## src/rtl/pbg_pkg.sv

```systemverilog
package pbg_pkg;
  typedef enum logic [1:0] {ST_IDLE, ST_PKT, ST_GAP} seq_state_t;

  // register index = byte address bits 4:2
  localparam logic [2:0] IDX_CTRL = 3'd0;
  localparam logic [2:0] IDX_LEN  = 3'd1;
  localparam logic [2:0] IDX_PER  = 3'd2;
  localparam logic [2:0] IDX_GAP  = 3'd3;
  localparam logic [2:0] IDX_LO   = 3'd4;
  localparam logic [2:0] IDX_HI   = 3'd5;
  localparam logic [2:0] IDX_SQL  = 3'd6;
  localparam logic [2:0] IDX_SQH  = 3'd7;

  localparam int unsigned RST_LEN = 256;
  localparam int unsigned RST_PER = 781250;
  localparam int unsigned RST_GAP = 80;
endpackage

```

## src/rtl/pbg_regs.sv

```systemverilog
module pbg_regs
  import pbg_pkg::*;
#(
  parameter int AW    = 8,
  parameter int LEN_W = 16,
  parameter int PER_W = 32
) (
  input  logic             clk,
  input  logic             rst_n,
  input  logic             reg_wr,
  input  logic [4:0]       reg_addr,
  input  logic [31:0]      reg_wdata,
  output logic [31:0]      reg_rdata,
  output logic             cfg_en,
  output logic [LEN_W-1:0] cfg_len,
  output logic [PER_W-1:0] cfg_per,
  output logic [LEN_W-1:0] cfg_gap,
  output logic [AW-1:0]    cfg_lo,
  output logic [AW-1:0]    cfg_hi,
  output logic [63:0]      cfg_seq
);
  logic [2:0]  idx;
  logic        unused_abits;
  logic [31:0] sql_q, sqh_q;

  assign idx          = reg_addr[4:2];
  assign unused_abits = ^reg_addr[1:0];
  assign cfg_seq      = {sqh_q, sql_q};

  always_ff @(posedge clk or negedge rst_n) begin
    if (!rst_n) begin
      cfg_en  <= 1'b0;
      cfg_len <= LEN_W'(RST_LEN);
      cfg_per <= PER_W'(RST_PER);
      cfg_gap <= LEN_W'(RST_GAP);
      cfg_lo  <= '0;
      cfg_hi  <= '0;
      sql_q   <= '0;
      sqh_q   <= '0;
    end else if (reg_wr) begin
      case (idx)
        IDX_CTRL: cfg_en  <= reg_wdata[0];
        IDX_LEN:  cfg_len <= reg_wdata[LEN_W-1:0];
        IDX_PER:  cfg_per <= reg_wdata[PER_W-1:0];
        IDX_GAP:  cfg_gap <= reg_wdata[LEN_W-1:0];
        IDX_LO:   cfg_lo  <= reg_wdata[AW-1:0];
        IDX_HI:   cfg_hi  <= reg_wdata[AW-1:0];
        IDX_SQL:  sql_q   <= reg_wdata;
        default:  sqh_q   <= reg_wdata;
      endcase
    end
  end

  always_comb begin
    case (idx)
      IDX_CTRL: reg_rdata = {31'd0, cfg_en};
      IDX_LEN:  reg_rdata = 32'(cfg_len);
      IDX_PER:  reg_rdata = 32'(cfg_per);
      IDX_GAP:  reg_rdata = 32'(cfg_gap);
      IDX_LO:   reg_rdata = 32'(cfg_lo);
      IDX_HI:   reg_rdata = 32'(cfg_hi);
      IDX_SQL:  reg_rdata = sql_q;
      default:  reg_rdata = sqh_q;
    endcase
  end
endmodule

```

## src/rtl/pbg_seq.sv

```systemverilog
module pbg_seq
  import pbg_pkg::*;
#(
  parameter int LEN_W = 16,
  parameter int PER_W = 32
) (
  input  logic             clk,
  input  logic             rst_n,
  input  logic             en,
  input  logic [LEN_W-1:0] len,
  input  logic [PER_W-1:0] per,
  input  logic [LEN_W-1:0] gap,
  input  logic [63:0]      seq_init,
  output logic             idle,
  output logic             issue,
  output logic             first,
  output logic             last,
  output logic             sync,
  output logic [63:0]      seq
);
  localparam int LW1 = LEN_W + 1;
  localparam int PW1 = PER_W + 1;

  seq_state_t       state_q, state_d;
  logic [LEN_W-1:0] samp_q, samp_d, gcnt_q, gcnt_d;
  logic [PER_W-1:0] blk_q, blk_d;
  logic [63:0]      seq_q, seq_d;
  logic [LW1-1:0]   samp_nx, gcnt_nx;
  logic [PW1-1:0]   blk_nx;
  logic             last_samp, gap_done, blk_last;

  assign samp_nx   = {1'b0, samp_q} + LW1'(1);
  assign gcnt_nx   = {1'b0, gcnt_q} + LW1'(1);
  assign blk_nx    = {1'b0, blk_q} + PW1'(1);
  assign last_samp = samp_nx >= {1'b0, len};
  assign gap_done  = gcnt_nx >= {1'b0, gap};
  assign blk_last  = blk_nx >= {1'b0, per};

  assign idle  = (state_q == ST_IDLE);
  assign issue = (state_q == ST_PKT);
  assign first = issue && (samp_q == '0);
  assign last  = issue && last_samp;
  assign sync  = first && (blk_q == '0);
  assign seq   = seq_q;

  always_comb begin
    state_d = state_q;
    samp_d  = samp_q;
    gcnt_d  = gcnt_q;
    blk_d   = blk_q;
    seq_d   = seq_q;
    case (state_q)
      ST_IDLE: begin
        if (en) begin
          state_d = ST_PKT;
          seq_d   = seq_init;
          samp_d  = '0;
          blk_d   = '0;
        end
      end
      ST_PKT: begin
        samp_d = samp_nx[LEN_W-1:0];
        if (last_samp) begin
          samp_d = '0;
          blk_d  = blk_last ? '0 : blk_nx[PER_W-1:0];
          if (gap != '0) begin
            state_d = ST_GAP;
            gcnt_d  = '0;
          end else if (en) begin
            seq_d = seq_q + 64'd1;
          end else begin
            state_d = ST_IDLE;
          end
        end
      end
      default: begin
        gcnt_d = gcnt_nx[LEN_W-1:0];
        if (gap_done) begin
          if (en) begin
            state_d = ST_PKT;
            seq_d   = seq_q + 64'd1;
          end else begin
            state_d = ST_IDLE;
          end
        end
      end
    endcase
  end

  always_ff @(posedge clk or negedge rst_n) begin
    if (!rst_n) begin
      state_q <= ST_IDLE;
      samp_q  <= '0;
      gcnt_q  <= '0;
      blk_q   <= '0;
      seq_q   <= '0;
    end else begin
      state_q <= state_d;
      samp_q  <= samp_d;
      gcnt_q  <= gcnt_d;
      blk_q   <= blk_d;
      seq_q   <= seq_d;
    end
  end

  AST_NO_TRUNCATE: assert property (@(posedge clk) disable iff (!rst_n)
    (issue && !last_samp) |=> issue) else $error("packet cut short");

  AST_SEQ_STEP: assert property (@(posedge clk) disable iff (!rst_n)
    (!idle && $past(!idle) && first && $past(!first)) |-> seq_q == $past(seq_q) + 64'd1)
    else $error("sequence did not step");
endmodule

```

## src/rtl/pbg_addr.sv

```systemverilog
module pbg_addr #(
  parameter int AW = 8
) (
  input  logic          clk,
  input  logic          rst_n,
  input  logic          idle,
  input  logic          issue,
  input  logic [AW-1:0] lo,
  input  logic [AW-1:0] hi,
  output logic [AW-1:0] addr
);
  logic [AW-1:0] addr_q, addr_d;

  assign addr = addr_q;

  always_comb begin
    addr_d = addr_q;
    if (idle)       addr_d = lo;
    else if (issue) addr_d = (addr_q >= hi) ? lo : addr_q + AW'(1);
  end

  always_ff @(posedge clk or negedge rst_n) begin
    if (!rst_n) addr_q <= '0;
    else        addr_q <= addr_d;
  end

  AST_ADDR_HOLD: assert property (@(posedge clk) disable iff (!rst_n)
    (!idle && !issue) |=> $stable(addr_q)) else $error("address moved in gap");

  AST_ADDR_WRAP: assert property (@(posedge clk) disable iff (!rst_n)
    (issue && addr_q == hi && $stable(lo)) |=> addr_q == lo) else $error("window wrap");
endmodule

```

## src/rtl/pkt_block_gen.sv

```systemverilog
module pkt_block_gen #(
  parameter int DATA_W = 16,
  parameter int AW     = 8,
  parameter int LEN_W  = 16,
  parameter int PER_W  = 32
) (
  input  logic              clk,
  input  logic              rst_n,
  input  logic              reg_wr,
  input  logic [4:0]        reg_addr,
  input  logic [31:0]       reg_wdata,
  output logic [31:0]       reg_rdata,
  output logic [AW-1:0]     mem_rd_addr,
  input  logic [DATA_W-1:0] mem_rd_data,
  output logic              out_valid,
  output logic              out_sop,
  output logic              out_eop,
  output logic              out_sync,
  output logic [63:0]       out_bsn,
  output logic [DATA_W-1:0] out_data
);
  logic [1:0]       rst_pipe;
  logic             srst_n;
  logic             cfg_en;
  logic [LEN_W-1:0] cfg_len, cfg_gap;
  logic [PER_W-1:0] cfg_per;
  logic [AW-1:0]    cfg_lo, cfg_hi;
  logic [63:0]      cfg_seq, seq;
  logic             idle, issue, first, last, sync;

  always_ff @(posedge clk or negedge rst_n) begin
    if (!rst_n) rst_pipe <= '0;
    else        rst_pipe <= {rst_pipe[0], 1'b1};
  end
  assign srst_n = rst_pipe[1];

  pbg_regs #(.AW(AW), .LEN_W(LEN_W), .PER_W(PER_W)) u_regs (
    .clk(clk), .rst_n(srst_n), .reg_wr(reg_wr), .reg_addr(reg_addr),
    .reg_wdata(reg_wdata), .reg_rdata(reg_rdata), .cfg_en(cfg_en),
    .cfg_len(cfg_len), .cfg_per(cfg_per), .cfg_gap(cfg_gap),
    .cfg_lo(cfg_lo), .cfg_hi(cfg_hi), .cfg_seq(cfg_seq)
  );

  pbg_seq #(.LEN_W(LEN_W), .PER_W(PER_W)) u_seq (
    .clk(clk), .rst_n(srst_n), .en(cfg_en), .len(cfg_len), .per(cfg_per),
    .gap(cfg_gap), .seq_init(cfg_seq), .idle(idle), .issue(issue),
    .first(first), .last(last), .sync(sync), .seq(seq)
  );

  pbg_addr #(.AW(AW)) u_addr (
    .clk(clk), .rst_n(srst_n), .idle(idle), .issue(issue),
    .lo(cfg_lo), .hi(cfg_hi), .addr(mem_rd_addr)
  );

  // flags are delayed one cycle to line up with the memory read latency
  always_ff @(posedge clk or negedge srst_n) begin
    if (!srst_n) begin
      out_valid <= 1'b0;
      out_sop   <= 1'b0;
      out_eop   <= 1'b0;
      out_sync  <= 1'b0;
    end else begin
      out_valid <= issue;
      out_sop   <= first;
      out_eop   <= last;
      out_sync  <= sync;
    end
  end

  always_ff @(posedge clk or negedge srst_n) begin
    if (!srst_n)    out_bsn <= '0;
    else if (issue) out_bsn <= seq;
  end

  assign out_data = mem_rd_data;

  AST_SYNC_ON_SOP: assert property (@(posedge clk) disable iff (!srst_n)
    out_sync |-> (out_sop && out_valid)) else $error("sync without sop");

  AST_GAP_AFTER_EOP: assert property (@(posedge clk) disable iff (!srst_n)
    (out_eop && cfg_gap != '0) |=> !out_valid) else $error("no gap");

  AST_BSN_HOLD: assert property (@(posedge clk) disable iff (!srst_n)
    (out_valid && !out_sop) |-> out_bsn == $past(out_bsn)) else $error("bsn moved");

  AST_FLAGS_VALID: assert property (@(posedge clk) disable iff (!srst_n)
    (out_sop || out_eop) |-> out_valid) else $error("flag without valid");
endmodule

```

## config.mk

```make
export PLATFORM = sky130hd
export DESIGN_NAME = pkt_block_gen
export DESIGN_NICKNAME = d
export VERILOG_FILES = /design/src/rtl/pbg_pkg.sv /design/src/rtl/pbg_regs.sv /design/src/rtl/pbg_seq.sv /design/src/rtl/pbg_addr.sv /design/src/rtl/pkt_block_gen.sv
export SDC_FILE = /design/constraint.sdc
export NUM_CORES = 1
export LEC_CHECK = 0
export ABC_AREA = 0
export BUFFER_PORTS_ARGS = -buffer_cell sky130_fd_sc_hd__buf_2
export CORE_MARGIN = 2
export CORE_UTILIZATION = 60
export CTS_CLUSTER_SIZE = 10
export DETAILED_ROUTE_END_ITERATION = 6
export GPL_TIMING_DRIVEN = 0
export PLACE_DENSITY = 0.8
export RECOVER_POWER = 50
export SLEW_MARGIN = 10
export SYNTH_ARGS = -nofsm -noshare
export SYNTH_HDL_FRONTEND = slang
export SYNTH_HIERARCHICAL = 1
export SYNTH_SLANG_ARGS = --single-unit
```

## constraint.sdc

```tcl
create_clock -name clk -period 13.4 [get_ports clk]
set_input_delay 0.67 -clock clk [delete_from_list [all_inputs] [get_ports clk]]
set_output_delay 0.67 -clock clk [all_outputs]
set_load 0.01 [all_outputs]
```

==> results by group <==
Outcome
  • Status: finished with violations
  • Failing checks: capacitance limit, slew limit

Logic synthesis
  • Mux cell area share after synthesis: between 10% and 20%
  • Register area share after synthesis: 43.96%
  • Mapped Cells: 1,952
  • Count leader, synth: dfrtp_1
  • Commonest cells in the synthesized netlist: 338 x dfrtp_1, 182 x mux2_2, 182 x nand2_1
  • Number of synthesis warnings: 6
  • Prevailing post-synth register cell: dfrtp_1
  • Adder-Cell Fraction of Synth Area: 4.909%
  • Syn_nets: between 2k and 2.5k
  • Top cell type's share of synthesized area: 42.01%
  • Compound-Gate Fraction of Synth Area: between 10% and 20%
  • Synth area leaders: dfrtp_1 42%, mux2_2 10%, ha_1 4.9%
  • EDFF count, synth: 0
  • Yosys reg bits: 353
  • FFs w/ async S/R, synth: 100.0%
  • Post-Synth XOR/XNOR Area: 2.044%
  • Simple-gate portion of the synthesized area: approximately 14%
  • Synthesized area: 20,140 µm²
  • Area leader, netlist: dfrtp_1
  • Mean Syn Cell Area: 10.32 µm²
  • Largest family of logic cells by synthesized area: multiplexers
  • Unique masters post-synth: 86

Timing
  • Final worst slack: between 6 and 7 ns
  • Max-slew violations: about 330
  • RSZ-0062 raised after global routing: false
  • # setup viols final: 0
  • Hold violation total from the final report: 0
  • Min Clock Period, post-route: between 6 and 7 ns
  • Fin Clk Skew: ~0.014 ns
  • Period utilization: roughly half
  • Worst slew pin tran: ~3.5 ns
  • Max frequency: ~160 MHz
  • Slew HR: -130.1%

Route
  • Routed Antenna Nets: 0
  • WL final: just over 60,000 µm
  • Via count: 16.95k
  • Drt initial violations: around 1.7k
  • DRC Markers: 0
  • Drt pass-1 iters: 6
  • Drt wl/cell: about 23 µm
  • Vias/cell: approximately 6.4

Setup path
  • Reg2reg end: u_seq/blk_q[18]$_DFFE_PN0P_
  • Worst r2r path cells: 2
  • CP max FO: 65
  • Crit Path Class: reg2async
  • CP startpoint: rst_pipe[1]$_DFF_PN0_
  • Critical path arrival: roughly 6.3 ns
  • Critical path capture point type: asynchronous set/reset pin
  • Worst r2r src: rst_pipe[1]$_DFF_PN0_
  • Worst reg2reg setup slack: between 6 and 7 ns
  • CP startpoint kind: flop
  • Critical Path RT: ~13 ns
  • CP endpoint: u_seq/blk_q[18]$_DFFE_PN0P_

Floorplan
  • Die area: approximately 35,000 µm²
  • Starting density of the core: about three fifths
  • Num ports: 180
  • Row count: 67
  • Die H: roughly 190 µm
  • CORE AREA: 33,280 µm²
  • DIE WIDTH: 187.2 µm

Global routing
  • Gr usage total: about a third
  • Largest net degree at the start of global routing: 67
  • Initial antenna violation count: 0
  • First-pass GRT wire length: 93,800 µm
  • Congestion Overflow GR: 0
  • Vias in the first global route: 16.49k

Cells and area
  • ANT cells: 0
  • Final nets: around 2.3k
  • Layout cells sized above 1: 25.18%
  • Area grow syn2layout: 12.76%
  • Non-filler cells, final: between 2k and 3k

Power
  • Static Leak: ~10 nW
  • Tot Pwr: about 4.7 mW
  • VDD IR max: 0.1172 mV
  • PD cells: around 210 nW/µm²

Place
  • Port Buffer Count: 159
  • Pre-CTS WS: roughly 9 ns
  • Cells after DPL: roughly 2.6k
  • Routability Congestion: ~1.0
  • Final HPWL DP: roughly 45,000 µm

Clock tree
  • Clock Sink Count: approximately 350
  • CTS tree: built
  • CTS H-tree depth: 2
  • Post-CTS Repair Setup Buffers: 0
  • Clk root buf: clkbuf_16
  • Post-CTS sizing: 0
  • Later-pin clock latency in the skew report: 0.55 ns
  • Clk pin slew, worst setup/hold paths: ~0.05 ns
  • Cts hold-fix bufs: 1
  • CTS Buffer Depth: 3
  • CTS buffer count: 42

Job
  • Max-cap check violation count: 6

Worst hold path
  • Worst Hold Class: reg2reg
cell usage in the layout, fill, tap and decap left out, types with 31 or more instances in the layout:
master	netlist	layout
clkbuf_1	39	88
ha_1	79	79
inv_1	110	110
nor2_1	81	82
a21oi_1	132	132
buf_4	31	31
mux2_2	182	182
clkbuf_16	0	43
nand4_1	38	38
buf_2	33	170
mux2_4	60	60
dfrtp_1	338	338
o22ai_1	39	39
nand3_1	71	72
nand2_1	182	183
o21ai_0	72	72
where the power goes:
part	internal, mW	total [mW]	switching (mW)
Combinational	0.859	1.87	1.01
Clock	0.611	1.05	0.439
Sequential	1.42	1.81	0.394
metal layers:
layer / vias up / part of all wire, % / GRT usage (%)
li1: 7482 / - / -
met5: - / 0 / 0
met2: 919 / 47 / 56.33
met1: 8370 / 40 / 45.61
met4: 0 / 4.6 / 15.14
met3: 179 / 7.9 / 4.503
flip-flops by register name, summed over array words and instances, names as in the netlist:
signal,cells
out_bsn,64
out_eop,1
out_sop,1
out_sync,1
out_valid,1
rst_pipe,2
u_addr/addr,8
u_regs/cfg_en,1
u_regs/cfg_gap,16
u_regs/cfg_hi,8
u_regs/cfg_len,16
u_regs/cfg_lo,8
u_regs/cfg_per,32
u_regs/sqh_q,32
u_regs/sql_q,32
u_seq/blk_q,32
u_seq/gcnt_q,16
u_seq/samp_q,16
u_seq/seq,64
u_seq/state_q,2
cells by family after synthesis:
logic type                 count (synthesis)
DFF                                      353
adders and majority gates                 79
xor gates and xnor gates                  47
and+or+nand+nor                          554
other                                      1
AOI/OAI and AO/OA                        429
muxes                                    262
buffers and inverters                    227
per-stage QoR:
step	hold slack, ns	area (µm²)	util (%)	setup TNS (ns)
2_1_floorplan	0.3312	20140	-	0
3_3_place_gp	0.3357	21490	64.58	-291.54
3_5_place_dp	0.2810	21650	65.06	0
4_1_cts	0.2854	22890	68.77	0
5_1_grt	0.3530	22710	68.22	0
6_report	0.3463	22710	68.22	0
final cells by class:
type | count | area, µm²
multi-input combinational | 1372 | 10150
clock inverter | 2 | 13.76
inverter | 110 | 412.9
sequential | 353 | 8852
buffer | 117 | 699.4
fill | 2584 | 10580
clock buffer | 68 | 1210
tap | 448 | 560.5
timing repair buffer | 166 | 805.8
how the worst min path moves through the flow:
| stage | start | endpoint | slack [ns] | depth (start not counted) |
|---|---|---|---|---|
| CTS | rst_pipe[1]$_DFF_PN0_ | u_regs/cfg_hi[1]$_DFFE_PN0P_ | 0.29 | 0 |
| finish | rst_pipe[0]$_DFF_PN0_ | rst_pipe[1]$_DFF_PN0_ | 0.35 | 0 |
| global route | rst_pipe[0]$_DFF_PN0_ | rst_pipe[1]$_DFF_PN0_ | 0.35 | 0 |
| floorplan | rst_pipe[0]$_DFF_PN0_ | rst_pipe[1]$_DFF_PN0_ | 0.33 | 0 |
| global placement | rst_pipe[0]$_DFF_PN0_ | rst_pipe[1]$_DFF_PN0_ | 0.34 | 0 |
| detailed placement | rst_pipe[1]$_DFF_PN0_ | out_valid$_DFF_PN0_ | 0.28 | 0 |
critical path: stages (launching register included):
cell and delay [ns]:
dfrtp_1 1.10, clkbuf_1 2.04, clkbuf_1 2.56
No activity file was read; power rests on OpenSTA's default activity.
